## src/rtl/comma_deser_pkg.sv

```systemverilog
package comma_deser_pkg;

  localparam int CODE_BITS_DEF = 10;
  localparam int NUM_CODES_DEF = 2;

  // K28.5, negative disparity, first received bit in bit 0
  localparam logic [9:0] K28P5_FIRST_LSB = 10'h17C;

  function automatic int word_bits(input int code_bits, input int num_codes);
    return code_bits * num_codes;
  endfunction

  // Next bit position inside a word, wrapping after the last one
  function automatic int wrap_next(input int pos, input int last);
    return (pos == last) ? 0 : pos + 1;
  endfunction

endpackage

```

## src/rtl/cd_bit_history.sv

```systemverilog
module cd_bit_history
  import comma_deser_pkg::*;
#(
  parameter int WW        = 20,
  parameter int CODE_BITS = 10
) (
  input  logic          clk,
  input  logic          rst_n,
  input  logic          bit_en,
  input  logic          bit_in,
  output logic [WW-1:0] hist_next,
  output logic          primed
);
  localparam int FILL_W = $clog2(CODE_BITS);
  localparam logic [FILL_W-1:0] FILL_MAX = FILL_W'(CODE_BITS - 1);

  logic [WW-1:0]     hist_q;
  logic [FILL_W-1:0] fill_q;

  // newest bit enters at the top, oldest sits in bit 0
  assign hist_next = {bit_in, hist_q[WW-1:1]};
  assign primed    = (fill_q == FILL_MAX);

  always_ff @(posedge clk) begin
    if (!rst_n) begin
      hist_q <= '0;
      fill_q <= '0;
    end else if (bit_en) begin
      hist_q <= hist_next;
      if (fill_q != FILL_MAX) fill_q <= fill_q + FILL_W'(1);
    end
  end
endmodule

```

## src/rtl/cd_comma_find.sv

```systemverilog
module cd_comma_find
  import comma_deser_pkg::*;
#(
  parameter int                   CODE_BITS = 10,
  parameter logic [CODE_BITS-1:0] COMMA_PAT = CODE_BITS'(K28P5_FIRST_LSB)
) (
  input  logic [CODE_BITS-1:0] code,
  output logic                 hit
);
  logic [1:0] pol_match;

  for (genvar p = 0; p < 2; p++) begin : g_pol
    localparam logic [CODE_BITS-1:0] PAT = (p == 0) ? COMMA_PAT : ~COMMA_PAT;
    assign pol_match[p] = (code == PAT);
  end

  assign hit = |pol_match;
endmodule

```

## src/rtl/cd_boundary.sv

```systemverilog
module cd_boundary
  import comma_deser_pkg::*;
#(
  parameter int WW        = 20,
  parameter int CODE_BITS = 10
) (
  input  logic clk,
  input  logic rst_n,
  input  logic bit_en,
  input  logic align_en,
  input  logic comma_seen,
  output logic word_done,
  output logic realign,
  output logic locked
);
  localparam int POS_W = $clog2(WW);
  localparam logic [POS_W-1:0] LOW_END = POS_W'(CODE_BITS - 1);
  localparam logic [POS_W-1:0] LAST    = POS_W'(WW - 1);
  localparam logic [POS_W-1:0] RESTART = POS_W'(CODE_BITS);

  logic [POS_W-1:0] pos_q;
  logic             align_q;
  logic             lock_q;
  logic             lock_set;
  logic             lock_clr;

  assign realign   = bit_en & comma_seen & align_en & (pos_q != LOW_END);
  assign word_done = bit_en & ~realign & (pos_q == LAST);
  assign lock_set  = bit_en & comma_seen & align_en;
  assign lock_clr  = align_en & ~align_q;
  assign locked    = lock_q;

  always_ff @(posedge clk) begin
    if (!rst_n) begin
      pos_q   <= '0;
      align_q <= 1'b0;
      lock_q  <= 1'b0;
    end else begin
      align_q <= align_en;
      if (lock_set)      lock_q <= 1'b1;
      else if (lock_clr) lock_q <= 1'b0;
      if (bit_en)
        pos_q <= realign ? RESTART : POS_W'(wrap_next(int'(pos_q), WW - 1));
    end
  end
endmodule

```

## src/rtl/cd_word_reg.sv

```systemverilog
module cd_word_reg #(
  parameter int WW = 20
) (
  input  logic          clk,
  input  logic          rst_n,
  input  logic          word_done,
  input  logic          comma_tick,
  input  logic [WW-1:0] word_in,
  output logic [WW-1:0] word_out,
  output logic          word_vld,
  output logic          comma_hit
);
  always_ff @(posedge clk) begin
    if (!rst_n) begin
      word_out  <= '0;
      word_vld  <= 1'b0;
      comma_hit <= 1'b0;
    end else begin
      word_vld  <= word_done;
      comma_hit <= comma_tick;
      if (word_done) word_out <= word_in;
    end
  end
endmodule

```

## src/rtl/comma_deser.sv

```systemverilog
module comma_deser
  import comma_deser_pkg::*;
#(
  parameter int                   CODE_BITS = CODE_BITS_DEF,
  parameter int                   NUM_CODES = NUM_CODES_DEF,
  parameter logic [CODE_BITS-1:0] COMMA_PAT = CODE_BITS'(K28P5_FIRST_LSB)
) (
  input  logic                           clk,
  input  logic                           rst_n,
  input  logic                           bit_en,
  input  logic                           bit_in,
  input  logic                           align_en,
  output logic [CODE_BITS*NUM_CODES-1:0] word_out,
  output logic                           word_vld,
  output logic                           comma_hit,
  output logic                           locked
);
  localparam int WW = word_bits(CODE_BITS, NUM_CODES);

  logic [WW-1:0] hist_next;
  logic          primed;
  logic          raw_hit;
  logic          comma_ev;
  logic          comma_tick;
  logic          realign_ev;
  logic          word_done_ev;

  cd_bit_history #(.WW(WW), .CODE_BITS(CODE_BITS)) u_hist (
    .clk(clk), .rst_n(rst_n), .bit_en(bit_en), .bit_in(bit_in),
    .hist_next(hist_next), .primed(primed)
  );

  // the newest CODE_BITS bits, oldest in the lowest position
  cd_comma_find #(.CODE_BITS(CODE_BITS), .COMMA_PAT(COMMA_PAT)) u_find (
    .code(hist_next[WW-1 -: CODE_BITS]), .hit(raw_hit)
  );

  assign comma_ev   = raw_hit & primed;
  assign comma_tick = bit_en & comma_ev;

  cd_boundary #(.WW(WW), .CODE_BITS(CODE_BITS)) u_bound (
    .clk(clk), .rst_n(rst_n), .bit_en(bit_en), .align_en(align_en),
    .comma_seen(comma_ev), .word_done(word_done_ev), .realign(realign_ev),
    .locked(locked)
  );

  cd_word_reg #(.WW(WW)) u_out (
    .clk(clk), .rst_n(rst_n), .word_done(word_done_ev), .comma_tick(comma_tick),
    .word_in(hist_next), .word_out(word_out), .word_vld(word_vld),
    .comma_hit(comma_hit)
  );
endmodule

```

## config.mk

```make
export PLATFORM = sky130hd
export DESIGN_NAME = comma_deser
export DESIGN_NICKNAME = d
export VERILOG_FILES = /design/src/rtl/comma_deser_pkg.sv /design/src/rtl/cd_bit_history.sv /design/src/rtl/cd_comma_find.sv /design/src/rtl/cd_boundary.sv /design/src/rtl/cd_word_reg.sv /design/src/rtl/comma_deser.sv
export SDC_FILE = /design/constraint.sdc
export NUM_CORES = 1
export LEC_CHECK = 0
export BUFFER_PORTS_ARGS = -buffer_cell sky130_fd_sc_hd__buf_4
export CORE_MARGIN = 1.5
export CORE_UTILIZATION = 46
export CTS_BUF_LIST = sky130_fd_sc_hd__clkbuf_2 sky130_fd_sc_hd__clkbuf_4 sky130_fd_sc_hd__clkbuf_8
export CTS_CLUSTER_DIAMETER = 60
export DETAILED_ROUTE_END_ITERATION = 12
export MAX_ROUTING_LAYER = met4
export PLACE_DENSITY = 0.66
export REMOVE_ABC_BUFFERS = 1
export SLEW_MARGIN = 20
export SYNTH_ARGS = -nofsm -noshare
export SYNTH_HDL_FRONTEND = slang
export SYNTH_HIERARCHICAL = 1
export SYNTH_SLANG_ARGS = --single-unit
```

## constraint.sdc

```tcl
create_clock -name clk -period 5.6 [get_ports clk]
set_clock_uncertainty 0.15 [all_clocks]
set_input_delay 1.68 -clock clk [delete_from_list [all_inputs] [get_ports clk]]
set_output_delay 1.68 -clock clk [all_outputs]
set_load 0.005 [all_outputs]
```

==> flow_summary.toml, run 1 <==
[status]
status = "finished clean"

[grt]
grt_pass1_vias = 1302
overflow = 0
grt_pass1_wl_mm = 6.037
antenna_found_initial = 0
grt_max_degree = 34
grtUsageTotal = 0.1507

[die]
die_width_um = 71.92
core_mm2 = 0.004474
ios = 28
start_util = 0.4883
dieArea_mm2 = 0.005172
rows = 24
die_h_um = 71.92

[synth]
synthCells = 205
netlist_area_mm2 = 0.002185
ys_warn_count = 6
avgSynthCellArea_um2 = 10.66

[timing]
fin_tns_setup_ps = 0
fmax_ghz = 0.2688
slew_headroom = 0.5343
finalHoldViolations = 0
min_period_ps = 3721
worstMarginPinSlew_ps = 697.8
period_share = 0.6644
drv_slew = 0
rsz0062_at_grt = "no"
setup_violations = 0
whs_ps = 357.2

[cells_and_area]
fin_area_mm2 = 0.002450
nets = 238
area_growth_pct = 12.14
mostFrequentLayoutCell = "dfxtp_1"
drive_gt1_frac = 0.1739
antenna_cells = 0
nFillCells = 401
regArea_mm2 = 0.001041
multi_input_area_mm2 = 0.001011
final_cell_mix = "dfxtp_1 (52), mux2i_1 (40), buf_4 (28), nor2_1 (20), nor2b_1 (20)"

[clock_network]
path_clk_slew_ps = 90
cts_made_buffers = 5
cts_hold_buf = 0
postCtsResizedCells = 0
clockBufferDepth = 2
htree_num_levels = 2
cts_tree = "done"
clk_latency_ps = 310
cts.sinks = 52
root_buffer = "clkbuf_8"
cts_setup_buffers = 0

[route]
routed.top_layer = "met4"
met3_length_um = 141
dr_total_vias = 1433
postRouteAntennaNets = 0
wire_per_inst_um = 12.57
finalWirelength_mm = 3.546
wl_met1_mm = 1.808
drc = 0
first_pass_iters = 4
wl_met2_mm = 1.552
vias_per_cell = 5.082
first_iter_violations = 123

[placed_design]
place_area_mm2 = 0.002357
place_hpwl_mm = 2.268
port_buffers = 27
place.gp.congestion = 0.7431

[critical_path]
crit_fanout = 12
cp-endpoint = "u_out/word_out[15]$_SDFFE_PN0P_"
reg2reg_depth = 9
regToRegEndpoint = "u_out/word_out[15]$_SDFFE_PN0P_"
cp-start-kind = "input pin"
crit_start = "bit_in"
path_class = "in2reg"
rr_startpoint = "u_hist/hist_q[17]$_SDFFE_PN0P_"
arrival_ps = 3770
reg2reg_slack_ps = 3000
worst_ep_required_time_ps = 5650
end_kind = "flip-flop"

[power]
p_per_area_mw_per_mm2 = 254.0
ir_worst_vdd_mv = 0.1843
power.leakage_nw = 1.012

[run]
drv_cap = 0

[worst_hold_path]
hold_path_class = "reg2reg"
==> registers in the layout, summed over array words and instances, names as in the netlist <==
signal	cells
u_bound/locked	1
u_hist/hist_q	19
u_bound/pos_q	5
u_out/word_vld	1
u_bound/align_q	1
u_hist/fill_q	4
u_out/comma_hit	1
u_out/word_out	20
==> critical path, cell delays in order <==
cell and delay (ps):
buf_4 120, and4bb_1 250, nand3_1 90, o41ai_2 320, and2_1 190, nand3_1 150
and3_1 430, buf_4 300, mux2i_1 160, nor2b_1 60
==> through the flow <==
step / std cells / total power [mW] / utilization / setup slack, ps
after floorplan: 194 / 0.4028 / - / 1907
after global placement: 274 / 0.4163 / 0.5268 / 1551
after detailed placement: 274 / 0.4168 / 0.5268 / 1512
after CTS: 282 / 0.6324 / 0.5475 / 1842
after global routing: 282 / 0.6498 / 0.5475 / 1658
final: 282 / 0.6224 / 0.5475 / 1879
==> worst min path at each step <==
| stage | start | endpoint | slack (ps) | depth (start not counted) |
|---|---|---|---|---|
| 5_1_grt | u_bound/locked$_SDFFE_PN0P_ | u_bound/locked$_SDFFE_PN0P_ | 390 | 2 |
| 3_3_place_gp | u_hist/hist_q[1]$_SDFFE_PN0P_ | u_hist/hist_q[1]$_SDFFE_PN0P_ | 330 | 2 |
| 2_1_floorplan | u_hist/hist_q[1]$_SDFFE_PN0P_ | u_hist/hist_q[1]$_SDFFE_PN0P_ | 310 | 2 |
| 4_1_cts | u_bound/locked$_SDFFE_PN0P_ | u_bound/locked$_SDFFE_PN0P_ | 360 | 2 |
| 6_report | u_bound/locked$_SDFFE_PN0P_ | u_bound/locked$_SDFFE_PN0P_ | 360 | 2 |
| 3_5_place_dp | u_hist/fill_q[2]$_SDFFE_PN0P_ | u_hist/fill_q[2]$_SDFFE_PN0P_ | 350 | 2 |
==> area by class of cell <==
cell class                 count  share of cell area
sequential                    52              0.4249
timing repair buffer          28             0.08580
inverter                       8             0.01226
tap                           52             0.02656
multi-input combinational    134              0.4127
clock inverter                 2            0.006639
clock buffer                   6             0.03115
==> where the power goes <==
group	switching, mW	total, mW	internal (mW)
logic	0.0166	0.0294	0.0128
clock network	0.121	0.214	0.0939
registers	0.00473	0.378	0.374
total	0.142	0.622	0.480
==> routing by layer <==
metal / up-vias / track usage
li1: 747 / -
met1: 652 / 0.2057
met2: 29 / 0.2130
met3: 5 / 0.04722
met4: 0 / 0.05031
met5: - / -
No activity file was read; power rests on OpenSTA's default activity.
==> run 2: changes to the inputs <==
--- a/config.mk
+++ b/config.mk
@@ -5,6 +5,7 @@
 export SDC_FILE = /design/constraint.sdc
 export NUM_CORES = 1
 export LEC_CHECK = 0
+export ABC_AREA = 1
 export BUFFER_PORTS_ARGS = -buffer_cell sky130_fd_sc_hd__buf_4
 export CORE_MARGIN = 1.5
 export CORE_UTILIZATION = 46
@@ -12,7 +13,7 @@
 export CTS_CLUSTER_DIAMETER = 60
 export DETAILED_ROUTE_END_ITERATION = 12
 export MAX_ROUTING_LAYER = met4
-export PLACE_DENSITY = 0.66
+export PLACE_DENSITY = 0.65
 export REMOVE_ABC_BUFFERS = 1
 export SLEW_MARGIN = 20
 export SYNTH_ARGS = -nofsm -noshare
==> constraint.sdc (replaced) <==
create_clock -name clk -period 3.7 [get_ports clk]
set_clock_uncertainty 0.15 [all_clocks]
set_input_delay 1.11 -clock clk [delete_from_list [all_inputs] [get_ports clk]]
set_output_delay 1.11 -clock clk [all_outputs]
set_load 0.005 [all_outputs]
==> run 2 against run 1 <==
- total power is 74% higher
- synthesized area rose by 10%
- global-route usage rose by 0.75 points
- die area grew 9.9%
- clock-buffer cell count is the same
- routed wire length grew 11%
- non-clock buffer count stayed put
- sequential power up 58%
- sequential cell count stayed put
- synthesized cell count rose by 62%
- via count increased by 33%
- register-to-register slack got worse by 1700 ps
- critical path type unchanged
==> flow_summary.toml, run 2 <==
[grt]
grtUsageMet2 = 0.2524
grt_max_degree = 51
overflow = 0
met1_usage = 0.1956
global_route.usage.met3 = 0.03571
gr-max-usage-layer = "met2"
grtUsageTotal = 0.1582
grt_pass1_vias = 1567
antenna_found_initial = 0
grt_pass1_wl_mm = 6.748

[die]
die_width_um = 75.38
start_util = 0.4749
dieArea_mm2 = 0.005682
ios = 28
die_h_um = 75.38
core_mm2 = 0.005075
rows = 26

[timing]
fin_ws_ps = 1045
worstMarginPinSlew_ps = 524.3
setup_violations = 0
period_share = 0.7176
fmax_ghz = 0.3766
min_period_ps = 2655
fin_tns_setup_ps = 0
drv_slew = 0
rsz0062_at_grt = "no"
slew_headroom = 0.6497
finalHoldViolations = 0
whs_ps = 323.5

[synth]
ys_warn_count = 6
synthCells = 332
netlist_area_mm2 = 0.002410
avgSynthCellArea_um2 = 7.258

[power]
p_comb_frac = 0.072
switching_share = 0.2355
fin_total_pwr_mw = 1.084
clock_power_share = 0.377
ir_worst_vdd_mv = 0.2333
power.leakage_nw = 1.233
p_per_area_mw_per_mm2 = 405.8
p_seq_frac = 0.550
p_sw_mw = 0.2552
p_int_mw = 0.8284

[clock_network]
cts.sinks = 52
cts_hold_buf = 0
clk_latency_ps = 300
postCtsResizedCells = 0
cts_setup_buffers = 0
root_buffer = "clkbuf_8"
cts_made_buffers = 5
path_clk_slew_ps = 100
htree_num_levels = 2
clockBufferDepth = 2
cts_tree = "done"

[placed_design]
pre_cts_ws_ps = 694.5
place.gp.congestion = 0.8371
port_buffers = 27
place_hpwl_mm = 2.541
dp.cells = 414
place_area_mm2 = 0.002549

[worst_hold_path]
hold_path_class = "reg2reg"

[critical_path]
cp-start-kind = "input pin"
crit_fanout = 24
path_class = "in2reg"
worst_ep_required_time_ps = 3760
path_cells = "buf_4, nand2_1, nor2_1, nand3_1, nand2_1, nand2_1, inv_1, nand3_2, inv_1, nand2_4, nand2_4, nor2_4, buf_12, nand2_1, nand2_1, nor2_2"
critical-path-top-delay-family = "simple AND/OR/NAND/NOR gates"
cp.buffers_inverters = 4
crit_top_cell = "nand2_1"
critPathMaxStageDelay_ps = 430
slowest_stage = "nor2_4"
end_kind = "flip-flop"
arrival_ps = 2710

[route]
postRouteAntennaNets = 0
wire_per_inst_um = 9.358
dr_total_vias = 1903
vias_per_cell = 4.509
first_iter_violations = 110
finalWirelength_mm = 3.949
first_pass_iters = 4
drc = 0

[cells_and_area]
top_regs = "u_out/word_out x20, u_hist/hist_q x19, u_bound/pos_q x5"
drive_gt1_frac = 0.1761
final_cell_mix = "nor2_1 (88), nand2_1 (56), dfxtp_1 (52), inv_1 (46), buf_4 (27)"
nets = 360
largest_reg_flops = 20
nFillCells = 531
mostFrequentLayoutCell = "nor2_1"
antenna_cells = 0
fin_area_mm2 = 0.002670
utilization = 0.5261
instances_no_fill = 422
regMostFlops = "u_out/word_out"
area_growth_pct = 10.80

[status]
status = "finished clean"

[run]
drv_cap = 0
[run 2: final timing paths]
kind | slack (ps) | end | start | cells after the start
max | 1040 | u_out/word_out[5]$_SDFFE_PN0P_ | bit_in | 16
max reg2reg | 1300 | u_out/word_out[5]$_SDFFE_PN0P_ | u_hist/fill_q[1]$_SDFFE_PN0P_ | 15
min reg2reg | 320 | u_out/word_out[14]$_SDFFE_PN0P_ | u_out/word_out[14]$_SDFFE_PN0P_ | 2
min | 320 | u_out/word_out[14]$_SDFFE_PN0P_ | u_out/word_out[14]$_SDFFE_PN0P_ | 2
[run 2: cell type report]
class	instances	area, um^2	area share
clock buffers	6	82.58	0.03093
clock inverters	2	38.79	0.01453
inverters	48	187.7	0.07029
multi-input cells	216	1010	0.3782
flip-flops and latches	52	1041	0.3899
well taps	70	87.58	0.03280
repair buffers	28	222.7	0.08341
[run 2: power by group through the flow]
stage / sequential (mW) / clock [mW] / combinational (mW)
finish: 0.596 / 0.409 / 0.0784
global route: 0.600 / 0.446 / 0.0924
CTS: 0.596 / 0.422 / 0.0796
detailed placement: 0.610 / 0 / 0.0793
global placement: 0.609 / 0 / 0.0782
floorplan: 0.605 / 0 / 0.0544
[run 2: layer usage]
| layer | part of all wire | vias up |
|---|---|---|
| li1 | - | 1029 |
| met1 | 0.51 | 838 |
| met2 | 0.44 | 32 |
| met3 | 0.033 | 4 |
| met4 | 0.013 | 0 |
| met5 | 0 | - |
[run 2: worst register-to-register path: stages, from the launching register on]
cell and delay (ps):
dfxtp_1 400, inv_1 60, ha_1 190, nand3_1 180
inv_1 70, nand2_1 90, inv_1 60, nand3_2 70
inv_1 60, nand2_4 90, nand2_4 60, nor2_4 430
buf_12 230, nand2_1 70, nand2_1 70, nor2_2 30
==> run 3: changes to the inputs <==
==> constraint.sdc (replaced) <==
create_clock -name clk -period 2.5 [get_ports clk]
set_clock_uncertainty 0.15 [all_clocks]
set_input_delay 0.75 -clock clk [delete_from_list [all_inputs] [get_ports clk]]
set_output_delay 0.75 -clock clk [all_outputs]
set_load 0.005 [all_outputs]
==> run 3 against run 2 <==
- critical path depth shrank 1
- worst hold slack lost 1.3 ps
- setup slack lost 650 ps
- sequential power grew 48%
- largest cell class unchanged
- largest power group unchanged
==> flow_summary.toml, run 3 (synthesis results as in run 2) <==
[critical_path]
slowest_stage = "dfxtp_1"
path_class = "reg2reg"
cp-start-kind = "flip-flop"
regToRegEndpoint = "u_out/word_out[19]$_SDFFE_PN0P_"
cp.buffers_inverters = 5
reg2reg_slack_ps = 400
worst_ep_required_time_ps = 2560
crit_top_cell = "inv_1"
critPathMaxStageDelay_ps = 400
rr_startpoint = "u_hist/fill_q[1]$_SDFFE_PN0P_"
arrival_ps = 2160
end_kind = "flip-flop"
reg2reg_depth = 15
crit_fanout = 41
path_cells = "inv_1, ha_1, nand3_1, inv_1, nand2_1, inv_1, nand3_2, inv_1, nand2_4, nand2_4, nor2_4, buf_12, nand2_1, nand2_1, nor2_2"
critical-path-top-delay-family = "simple AND/OR/NAND/NOR gates"

[cells_and_area]
multi_input_area_mm2 = 0.001010
utilization = 0.5286
top_regs = "u_out/word_out x20, u_hist/hist_q x19, u_bound/pos_q x5"
area_growth_pct = 11.32
drive_gt1_frac = 0.1785
final_cell_mix = "nor2_1 (88), nand2_1 (56), dfxtp_1 (52), inv_1 (46), buf_4 (28)"
nFillCells = 537
regMostFlops = "u_out/word_out"
largest_reg_flops = 20
nets = 361
regArea_mm2 = 0.001041
antenna_cells = 0
mostFrequentLayoutCell = "nor2_1"

[timing]
fin_tns_setup_ps = 0
drv_slew = 0
setup_violations = 0
slew_headroom = 0.6775
period_share = 0.8410
min_period_ps = 2103
worstMarginPinSlew_ps = 483.7
rsz0062_at_grt = "no"
finalHoldViolations = 0
fmax_ghz = 0.4756

[grt]
grt_pass1_wl_mm = 6.906
antenna_found_initial = 0
overflow = 0
grt_max_degree = 51
grtUsageTotal = 0.1650
grt_pass1_vias = 1566

[worst_hold_path]
hold_path_class = "reg2reg"
min_from = "u_out/word_out[16]$_SDFFE_PN0P_"
min_to = "u_out/word_out[16]$_SDFFE_PN0P_"
hold_depth = 2

[clock_network]
cts_made_buffers = 5
clk_latency_ps = 300
clockBufferDepth = 2
path_clk_slew_ps = 90
cts.sinks = 52
cts_setup_buffers = 0
cts_hold_buf = 0
root_buffer = "clkbuf_8"
htree_num_levels = 2
cts_tree = "done"
postCtsResizedCells = 0

[route]
wire_per_inst_um = 9.823
first_pass_iters = 4
first_iter_violations = 86
dr_total_vias = 1889
finalWirelength_mm = 4.155
postRouteAntennaNets = 0
drc = 0
vias_per_cell = 4.466

[die]
dieArea_mm2 = 0.005682
die_width_um = 75.38
ios = 28
core_mm2 = 0.005075
die_h_um = 75.38
start_util = 0.4749
rows = 26

[power]
fin_total_pwr_mw = 1.627
p_per_area_mw_per_mm2 = 606.4
ir_worst_vdd_mv = 0.3285
power.leakage_nw = 1.241

[placed_design]
place.gp.congestion = 0.7723
place_hpwl_mm = 2.636
port_buffers = 27

[run]
drv_cap = 0

[status]
status = "finished clean"
-- run 3: changes by cell type in the layout (fill, tap and decap cells not counted) --
| cell | delta |
|---|---|
| buf_4 | +1 |
| clkbuf_8 | +1 |
| clkinv_4 | -1 |
-- run 3: tightest hold or removal path, delay by kind of cell, from the launching register on --
kind	cells	cell delay [ps]
AND/OR/NAND/NOR	2	130
flip-flops	1	320
-- run 3: report_power, final --
| group | switching, mW | internal [mW] | total, mW |
|---|---|---|---|
| clock network | 0.271 | 0.353 | 0.624 |
| registers | 0.0276 | 0.855 | 0.883 |
| logic | 0.0754 | 0.0445 | 0.120 |
-- run 3: layer usage --
| layer | part of all wire | wire length [um] | global-route usage | up-vias |
|---|---|---|---|---|
| met5 | 0 | 0 | - | - |
| met4 | 0.021 | 89 | 0.07738 | 0 |
| met3 | 0.036 | 149 | 0.04497 | 7 |
| met2 | 0.46 | 1904 | 0.2622 | 33 |
| met1 | 0.48 | 2012 | 0.1938 | 817 |
| li1 | - | - | - | 1032 |
-- run 3: how the worst max path moves through the flow --
stage                             startpoint                         endpoint  slack, ps  cells past startpoint
2_1_floorplan                         bit_in  u_out/word_out[19]$_SDFFE_PN0P_       -860                     15
3_3_place_gp                          bit_in   u_out/word_out[9]$_SDFFE_PN0P_        200                     16
3_5_place_dp                          bit_in   u_out/word_out[9]$_SDFFE_PN0P_        150                     16
4_1_cts        u_hist/fill_q[1]$_SDFFE_PN0P_   u_out/word_out[7]$_SDFFE_PN0P_        380                     15
5_1_grt        u_hist/fill_q[1]$_SDFFE_PN0P_   u_out/word_out[9]$_SDFFE_PN0P_        170                     15
6_report       u_hist/fill_q[1]$_SDFFE_PN0P_  u_out/word_out[19]$_SDFFE_PN0P_        400                     15
-- run 3: layout make-up --
class | count | area share
clock buffers | 7 | 0.03591
clock inverters | 1 | 0.01119
inverters | 48 | 0.06996
multi-input cells | 216 | 0.3764
flip-flops and latches | 52 | 0.3881
well taps | 70 | 0.03265
repair buffers | 29 | 0.08582
-- run 3: through the flow --
stage	instance area, um^2	hold WS (ps)	instances	setup WS, ps
after CTS	2683	326.0	423	377.8
after detailed placement	2556	312.8	415	150.7
after global routing	2683	342.7	423	170.7
after global placement	2556	310.1	415	201.0
after floorplan	2231	302.8	316	-855.5
final	2683	322.2	423	397.4
